`src/rtl/obx_pkg.sv`:
```
package obx_pkg;
  localparam int DATA_W = 32;
  localparam int KIND_W = 5;

  localparam int OFS_VIEW   = 'h900;
  localparam int OFS_CTRL1  = 'h904;
  localparam int OFS_CTRL2  = 'h908;
  localparam int OFS_BASE_L = 'h90C;
  localparam int OFS_BASE_H = 'h910;
  localparam int OFS_LIMIT  = 'h914;
  localparam int OFS_TGT_L  = 'h918;
  localparam int OFS_TGT_H  = 'h91C;

  typedef struct packed {
    logic [DATA_W-1:0] base_lo;
    logic [DATA_W-1:0] base_hi;
    logic [DATA_W-1:0] limit;
    logic [DATA_W-1:0] tgt_lo;
    logic [DATA_W-1:0] tgt_hi;
    logic [KIND_W-1:0] kind;
    logic              en;
    logic              bar;
  } region_t;
endpackage

```
`src/rtl/obx_regbank.sv`:
```
module obx_regbank
  import obx_pkg::*;
#(
  parameter int REGIONS = 2,
  parameter int IDX_W   = 1,
  parameter int ADDR_W  = 12
) (
  input  logic                      clk,
  input  logic                      rst,
  input  logic                      wr,
  input  logic                      rd,
  input  logic [ADDR_W-1:0]         addr,
  input  logic [DATA_W-1:0]         wdata,
  output logic [DATA_W-1:0]         rdata,
  output region_t [REGIONS-1:0]     ob_regions,
  output logic                      vp_inbound
);
  logic             vp_dir;
  logic [IDX_W-1:0] vp_idx;
  logic             vp_ok;
  region_t          bank [2][REGIONS];
  region_t          sel;
  logic [DATA_W-1:0] rd_mux;

  assign vp_ok      = 32'(vp_idx) < 32'(REGIONS);
  assign vp_inbound = vp_dir;

  always_ff @(posedge clk) begin
    if (rst) begin
      vp_dir <= 1'b0;
      vp_idx <= '0;
      for (int d = 0; d < 2; d++)
        for (int r = 0; r < REGIONS; r++)
          bank[d][r] <= '0;
    end else if (wr) begin
      if (addr == ADDR_W'(OFS_VIEW)) begin
        vp_dir <= wdata[DATA_W-1];
        vp_idx <= wdata[IDX_W-1:0];
      end else if (vp_ok) begin
        if (addr == ADDR_W'(OFS_CTRL1))  bank[vp_dir][vp_idx].kind    <= wdata[KIND_W-1:0];
        if (addr == ADDR_W'(OFS_CTRL2)) begin
          bank[vp_dir][vp_idx].en  <= wdata[31];
          bank[vp_dir][vp_idx].bar <= wdata[30];
        end
        if (addr == ADDR_W'(OFS_BASE_L)) bank[vp_dir][vp_idx].base_lo <= wdata;
        if (addr == ADDR_W'(OFS_BASE_H)) bank[vp_dir][vp_idx].base_hi <= wdata;
        if (addr == ADDR_W'(OFS_LIMIT))  bank[vp_dir][vp_idx].limit   <= wdata;
        if (addr == ADDR_W'(OFS_TGT_L))  bank[vp_dir][vp_idx].tgt_lo  <= wdata;
        if (addr == ADDR_W'(OFS_TGT_H))  bank[vp_dir][vp_idx].tgt_hi  <= wdata;
      end
    end
  end

  always_comb begin
    sel    = vp_ok ? bank[vp_dir][vp_idx] : '0;
    rd_mux = '0;
    if (addr == ADDR_W'(OFS_VIEW)) begin
      rd_mux[DATA_W-1]  = vp_dir;
      rd_mux[IDX_W-1:0] = vp_idx;
    end
    else if (addr == ADDR_W'(OFS_CTRL1))  rd_mux[KIND_W-1:0] = sel.kind;
    else if (addr == ADDR_W'(OFS_CTRL2))  rd_mux[31:30] = {sel.en, sel.bar};
    else if (addr == ADDR_W'(OFS_BASE_L)) rd_mux = sel.base_lo;
    else if (addr == ADDR_W'(OFS_BASE_H)) rd_mux = sel.base_hi;
    else if (addr == ADDR_W'(OFS_LIMIT))  rd_mux = sel.limit;
    else if (addr == ADDR_W'(OFS_TGT_L))  rd_mux = sel.tgt_lo;
    else if (addr == ADDR_W'(OFS_TGT_H))  rd_mux = sel.tgt_hi;
  end

  always_ff @(posedge clk) begin
    if (rst)     rdata <= '0;
    else if (rd) rdata <= rd_mux;
  end

  for (genvar r = 0; r < REGIONS; r++) begin : g_ob
    assign ob_regions[r] = bank[0][r];
  end
endmodule

```
`src/rtl/obx_region_match.sv`:
```
module obx_region_match
  import obx_pkg::*;
#(
  parameter int AW = 64
) (
  input  region_t       region,
  input  logic [AW-1:0] addr,
  output logic          hit,
  output logic [AW-1:0] xaddr
);
  logic [AW-1:0] base, lim, tgt;

  assign base  = AW'({region.base_hi, region.base_lo});
  assign lim   = AW'({region.base_hi, region.limit});
  assign tgt   = AW'({region.tgt_hi, region.tgt_lo});
  assign hit   = region.en && (addr >= base) && (addr <= lim);
  assign xaddr = tgt + (addr - base);
endmodule

```
`src/rtl/obx_hit_pick.sv`:
```
module obx_hit_pick
  import obx_pkg::*;
#(
  parameter int REGIONS = 2,
  parameter int IDX_W   = 1,
  parameter int AW      = 64
) (
  input  logic [REGIONS-1:0]             hits,
  input  logic [REGIONS-1:0][AW-1:0]     xaddrs,
  input  logic [REGIONS-1:0][KIND_W-1:0] kinds,
  output logic                           any,
  output logic [IDX_W-1:0]               idx,
  output logic [AW-1:0]                  addr,
  output logic [KIND_W-1:0]              kind
);
  always_comb begin
    any  = 1'b0;
    idx  = '0;
    addr = '0;
    kind = '0;
    for (int i = REGIONS - 1; i >= 0; i--) begin
      if (hits[i]) begin
        any  = 1'b1;
        idx  = IDX_W'(i);
        addr = xaddrs[i];
        kind = kinds[i];
      end
    end
  end
endmodule

```
`src/rtl/ob_xlat_window.sv`:
```
module ob_xlat_window
  import obx_pkg::*;
#(
  parameter int REGIONS = 2,
  parameter int ADDR_W  = 12,
  parameter int AW      = 64,
  localparam int IDX_W  = (REGIONS > 1) ? $clog2(REGIONS) : 1
) (
  input  logic              clk,
  input  logic              rst,
  input  logic              cfg_wr,
  input  logic              cfg_rd,
  input  logic [ADDR_W-1:0] cfg_addr,
  input  logic [31:0]       cfg_wdata,
  output logic [31:0]       cfg_rdata,
  input  logic              req_valid,
  input  logic [AW-1:0]     req_addr,
  output logic              out_valid,
  output logic [AW-1:0]     out_addr,
  output logic              out_miss,
  output logic [IDX_W-1:0]  out_region,
  output logic [KIND_W-1:0] out_kind
);
  region_t [REGIONS-1:0]             ob_regions;
  logic                              vp_inbound;
  logic [REGIONS-1:0]                hits;
  logic [REGIONS-1:0][AW-1:0]        xaddrs;
  logic [REGIONS-1:0][KIND_W-1:0]    kinds;
  logic                              any_hit;
  logic [IDX_W-1:0]                  pick_idx;
  logic [AW-1:0]                     pick_addr;
  logic [KIND_W-1:0]                 pick_kind;

  obx_regbank #(.REGIONS(REGIONS), .IDX_W(IDX_W), .ADDR_W(ADDR_W)) i_regs (
    .clk(clk), .rst(rst), .wr(cfg_wr), .rd(cfg_rd), .addr(cfg_addr),
    .wdata(cfg_wdata), .rdata(cfg_rdata), .ob_regions(ob_regions),
    .vp_inbound(vp_inbound)
  );

  for (genvar r = 0; r < REGIONS; r++) begin : g_match
    obx_region_match #(.AW(AW)) i_match (
      .region(ob_regions[r]), .addr(req_addr),
      .hit(hits[r]), .xaddr(xaddrs[r])
    );
    assign kinds[r] = ob_regions[r].kind;
  end

  obx_hit_pick #(.REGIONS(REGIONS), .IDX_W(IDX_W), .AW(AW)) i_pick (
    .hits(hits), .xaddrs(xaddrs), .kinds(kinds),
    .any(any_hit), .idx(pick_idx), .addr(pick_addr), .kind(pick_kind)
  );

  always_ff @(posedge clk) begin
    if (rst) begin
      out_valid  <= 1'b0;
      out_addr   <= '0;
      out_miss   <= 1'b0;
      out_region <= '0;
      out_kind   <= '0;
    end else begin
      out_valid <= req_valid;
      if (req_valid) begin
        out_addr   <= any_hit ? pick_addr : req_addr;
        out_miss   <= !any_hit;
        out_region <= pick_idx;
        out_kind   <= pick_kind;
      end
    end
  end
endmodule

```
`config.mk`:
```
export PLATFORM = sky130hd
export DESIGN_NAME = ob_xlat_window
export DESIGN_NICKNAME = d
export VERILOG_FILES = /design/src/rtl/obx_pkg.sv /design/src/rtl/obx_regbank.sv /design/src/rtl/obx_region_match.sv /design/src/rtl/obx_hit_pick.sv /design/src/rtl/ob_xlat_window.sv
export SDC_FILE = /design/constraint.sdc
export NUM_CORES = 2
export LEC_CHECK = 0
export CELL_PAD_IN_SITES_DETAIL_PLACEMENT = 1
export CELL_PAD_IN_SITES_GLOBAL_PLACEMENT = 1
export CORE_MARGIN = 5
export CORE_UTILIZATION = 28
export CTS_CLUSTER_SIZE = 40
export DETAILED_ROUTE_END_ITERATION = 16
export DONT_BUFFER_PORTS = 1
export PLACE_DENSITY = 0.52
export SLEW_MARGIN = 20
export SYNTH_ARGS = -nofsm -noshare
export SYNTH_HDL_FRONTEND = slang
export SYNTH_HIERARCHICAL = 1
export SYNTH_SLANG_ARGS = --single-unit
export TNS_END_PERCENT = 100
```
`constraint.sdc`:
```
create_clock -name clk -period 7.3 [get_ports clk]
set_input_delay 1.46 -clock clk [delete_from_list [all_inputs] [get_ports clk]]
set_output_delay 1.46 -clock clk [all_outputs]
set_load 0.02 [all_outputs]
```
==> results.txt <==
----------------------------------------------------
[Min path]
  Hold path endpoint ... out_miss
  Worst Min Path Start ... out_miss
  Kind of path behind the tightest hold check ... reg2reg
  Worst hold path depth ... 2

[Job]
  Max-cap violations ... 0

[Yosys]
  Net count after synthesis ... 5273
  #FFs+latches synth ... roughly 780
  Area fraction of the dominant cell type after synthesis ... about 40%
  Number of cells produced by synthesis ... around 4700
  Fraction of registers with async set or reset after synthesis ... 0%
  Dominant cells by area after synthesis ... sky130_fd_sc_hd__edfxtp_1 40%, sky130_fd_sc_hd__ha_1 7.9%, sky130_fd_sc_hd__mux4_2 7.3%
  Most used flip-flop cell after synthesis ... sky130_fd_sc_hd__edfxtp_1
  Cell area after synthesis ... ~51000 um^2
  Post-synthesis average cell area ... 10.8 um^2
  Count of unique library cells instantiated by Yosys ... 105
  Total number of yosys warnings ... 6
  Most area-hungry cell type in the Yosys netlist ... sky130_fd_sc_hd__edfxtp_1
  Seq/Total Area, Yosys ... a little over two fifths
  Post-synth EDFFs ... around 670

[Route]
  DRC errors left ... 0
  Via density per instance ... about 5.5
  Final wirelength ... 241000 um
  Initial drt markers ... 4483
  Number of iterations in the first detailed-routing pass ... 5
  Antenna-violating nets left ... 0
  Routed wirelength normalized by instance count ... about 34 um
  Number of vias after detailed routing ... 39100

[Die]
  Number of rows in the core area ... roughly 160
  Die Footprint ... 190000 um^2
  Floorplan core area ... between 150000 and 200000 um^2
  DIE HEIGHT ... about 440 um
  Boundary Pins ... roughly 220
  Initial cell density of the core ... between 20 and 30%
  Die width ... 436 um

[Clock network]
  Number of hold buffers added after cts ... 0
  TritonCTS clock tree ... yes
  Clock Root Buffer ... sky130_fd_sc_hd__clkbuf_16
  Number of buffers created by CTS ... 95
  Count of buffers added by post-CTS timing repair for setup ... 0
  Total number of clock tree sinks ... 775
  Clock latency on the worst-skew pair ... roughly 0.75 ns
  Max Buffers Root-to-Sink ... 3
  CTS HTree Levels ... 3
  Clock-pin slew on the worst setup and hold paths ... roughly 0.06 ns
  Post-CTS Resized ... 0

[Critical path]
  Largest fanout on the critical path ... 7
  Worst endpoint data arrival time ... 6.01 ns
  Largest stage delay on the critical path ... between 0.8 and 0.9 ns
  Cell with the largest stage delay on the worst path ... sky130_fd_sc_hd__a21oi_1
  Setup crit end kind ... flop
  Startpoint type of the worst setup path ... input port
  Launch point of the worst reg-to-reg path ... i_regs/bank[0][302]
  Depth of the worst register-to-register path ... 15
  List of cells traversed by the critical path ... inv_1 > fa_1 > inv_1 > ha_1 > a21o_1 > a21oi_2 > a21boi_1 > a21oi_1 > o21ai_2 > a311oi_4 > o21ai_2 > a2111oi_2 > and4b_1 > a22o_1 > mux2i_1 > a211oi_1
  CP required ... roughly 8 ns
  Reg2reg end ... out_addr[0]
  Setup slack of the most critical reg-to-reg path ... between 2 and 2.5 ns
  Worst path bufs/invs ... 2
  Path type of the worst setup path ... in2reg
  Cell class contributing the biggest share of worst-path delay ... compound AO/OA/AOI/OAI gates

[Status]
  Result of the run ... finished clean

[STA]
  Worst Skew ... just over 0.07 ns
  Minimum clock period after layout ... 5.46 ns
  PnR worst setup slack ... approximately 1.8 ns
  Count of endpoints failing hold in the final timing report ... 0
  Setup TNS ... 0 ns
  Setup repair after global routing missed its margin ... false
  Final-report setup violation count ... 0
  Worst Max-Slew Pin Slew ... approximately 1.3 ns
  Fmax ... about 180 MHz
  Period utilisation layout ... about 75%
  Count of final max-slew check failures ... 0
  Relative slew slack ... 14.6%

[Cells and area]
  Nets ... around 5200
  Most frequent cells in the layout ... 769 x sky130_fd_sc_hd__inv_1, 668 x sky130_fd_sc_hd__edfxtp_1, 410 x sky130_fd_sc_hd__nor2_1, 320 x sky130_fd_sc_hd__ha_1, 283 x sky130_fd_sc_hd__and2_1
  Share of final-layout standard cells stronger than drive strength 1 ... about a tenth
  Area Overhead vs Synth ... 11.5%
  Most common library cell in the layout ignoring fill and taps ... sky130_fd_sc_hd__inv_1

[Global routing]
  Antenna violations before repair ... 14
  Tot GR Track Use ... about 25%
  Maximum number of pins on one net before global-route repair ... about 140
  Vias in the first global route ... 39500
  Remaining global-route overflow ... 0
  Wire length of the first global-routing pass ... between 300000 and 400000 um

[Place]
  RD Place Congestion ... about 0.9
  Count of input and output buffers ... 0
  Post-place setup slack ... between 1 and 1.5 ns
  Dpl hpwl ... ~180000 um

[Power]
  Worst IR Drop VDD ... 0.173 mV
  LEAKAGE ... 22.5 nW
  Power density over cell area ... 218 nW/um^2

----------------------------------------------------
[worst max-delay path by stage]
stage / from / end / slack [ns] / cells past startpoint
after floorplan: cfg_addr[7] / i_regs/bank[1][103] / 1.02 / 5
after global placement: req_addr[3] / out_addr[49] / 1.31 / 16
after detailed placement: req_addr[3] / out_addr[49] / 1.23 / 16
after CTS: req_addr[3] / out_addr[49] / 1.96 / 16
after global routing: req_addr[4] / out_addr[62] / 1.71 / 18
final: req_addr[3] / out_addr[49] / 1.84 / 16
[flip-flops by register name, summed over array words and instances, names as in the netlist, named ones only]
name and count:
i_regs/bank 668, out_addr 64, i_regs/rdata 32, out_kind 5, i_regs/vp_idx 1, i_regs/vp_inbound 1
out_miss 1, out_region 1, out_valid 1
[synth_stat cells, types with 107 or more instances]
cell type                  number
sky130_fd_sc_hd__and2_1       283
sky130_fd_sc_hd__dfxtp_1      107
sky130_fd_sc_hd__nand2_1      190
sky130_fd_sc_hd__inv_1        769
sky130_fd_sc_hd__edfxtp_1     668
sky130_fd_sc_hd__a21o_1       125
sky130_fd_sc_hd__a21oi_1      217
sky130_fd_sc_hd__o21ai_0      114
sky130_fd_sc_hd__ha_1         320
sky130_fd_sc_hd__nor2_1       415
sky130_fd_sc_hd__mux4_2       165
sky130_fd_sc_hd__fa_1         126
sky130_fd_sc_hd__clkbuf_1     126
[power by group]
group          internal [mW]  total [mW]  leakage, nW  switching, mW
Combinational          0.770        2.26         13.4           1.49
Clock                   2.83        4.92         1.53           2.09
Sequential              4.97        5.14         7.60          0.170
[area by class of cell]
| cell class | instances | area (um^2) |
|---|---|---|
| Antenna cell | 6 | 15.0 |
| Clock buffer | 133 | 2660 |
| Clock inverter | 45 | 504 |
| Fill cell | 20000 | 124000 |
| Inverter | 771 | 2890 |
| Multi-Input combinational cell | 2940 | 24700 |
| Sequential cell | 775 | 22200 |
| Tap cell | 2370 | 2970 |
| Timing Repair Buffer | 69 | 601 |
[routing by layer]
layer / global-route usage, % / wire (um) / share of wire (%) / vias to the layer above
li1: - / - / - / 16500
met1: 33.3 / 103000 / 43 / 20700
met2: 40.0 / 111000 / 46 / 1581
met3: 5.57 / 19700 / 8.2 / 265
met4: 6.23 / 6570 / 2.7 / 2
met5: 0 / 13 / 0.0054 / -
[stage by stage]
stage | hold WS, ns | area, um^2 | utilization (%) | instances | power, mW
2_1_floorplan | 0.541 | 50700 | - | 4714 | 6.60
3_3_place_gp | 0.566 | 53400 | 29.5 | 6924 | 7.43
3_5_place_dp | 0.573 | 53400 | 29.6 | 6925 | 7.45
4_1_cts | 0.581 | 56500 | 31.3 | 7103 | 12.4
5_1_grt | 0.601 | 56600 | 31.3 | 7104 | 12.8
6_report | 0.578 | 56600 | 31.3 | 7109 | 12.3
[worst reg2reg max path: stages, from the launching register on]
cell	delay, ns
sky130_fd_sc_hd__edfxtp_1	0.53
sky130_fd_sc_hd__ha_1	0.34
sky130_fd_sc_hd__nand2b_1	0.09
sky130_fd_sc_hd__a21o_1	0.11
sky130_fd_sc_hd__a21oi_1	0.07
sky130_fd_sc_hd__o21ai_0	0.40
sky130_fd_sc_hd__and3_1	0.36
sky130_fd_sc_hd__o21ai_0	0.18
sky130_fd_sc_hd__a31oi_1	0.74
sky130_fd_sc_hd__o21ai_0	0.31
sky130_fd_sc_hd__a21oi_4	0.38
sky130_fd_sc_hd__buf_4	0.35
sky130_fd_sc_hd__or2_4	0.19
sky130_fd_sc_hd__buf_12	0.36
sky130_fd_sc_hd__mux2i_1	0.45
sky130_fd_sc_hd__a211oi_1	0.25
[logic make-up (layout without fill, tap and decap cells)]
| group | after synthesis | after routing | synth area share, % |
|---|---|---|---|
| buf+inv | 999 | 1018 | 7.95 |
| other cells | 0 | 6 | 0 |
| mux | 264 | 264 | 9.28 |
| xor+xnor | 116 | 116 | 2.00 |
| compound gates | 884 | 884 | 11.8 |
| flops | 775 | 775 | 43.8 |
| simple gates | 1230 | 1230 | 12.3 |
| fa+ha+maj | 446 | 446 | 12.9 |
(Power assumes the default switching activity.)
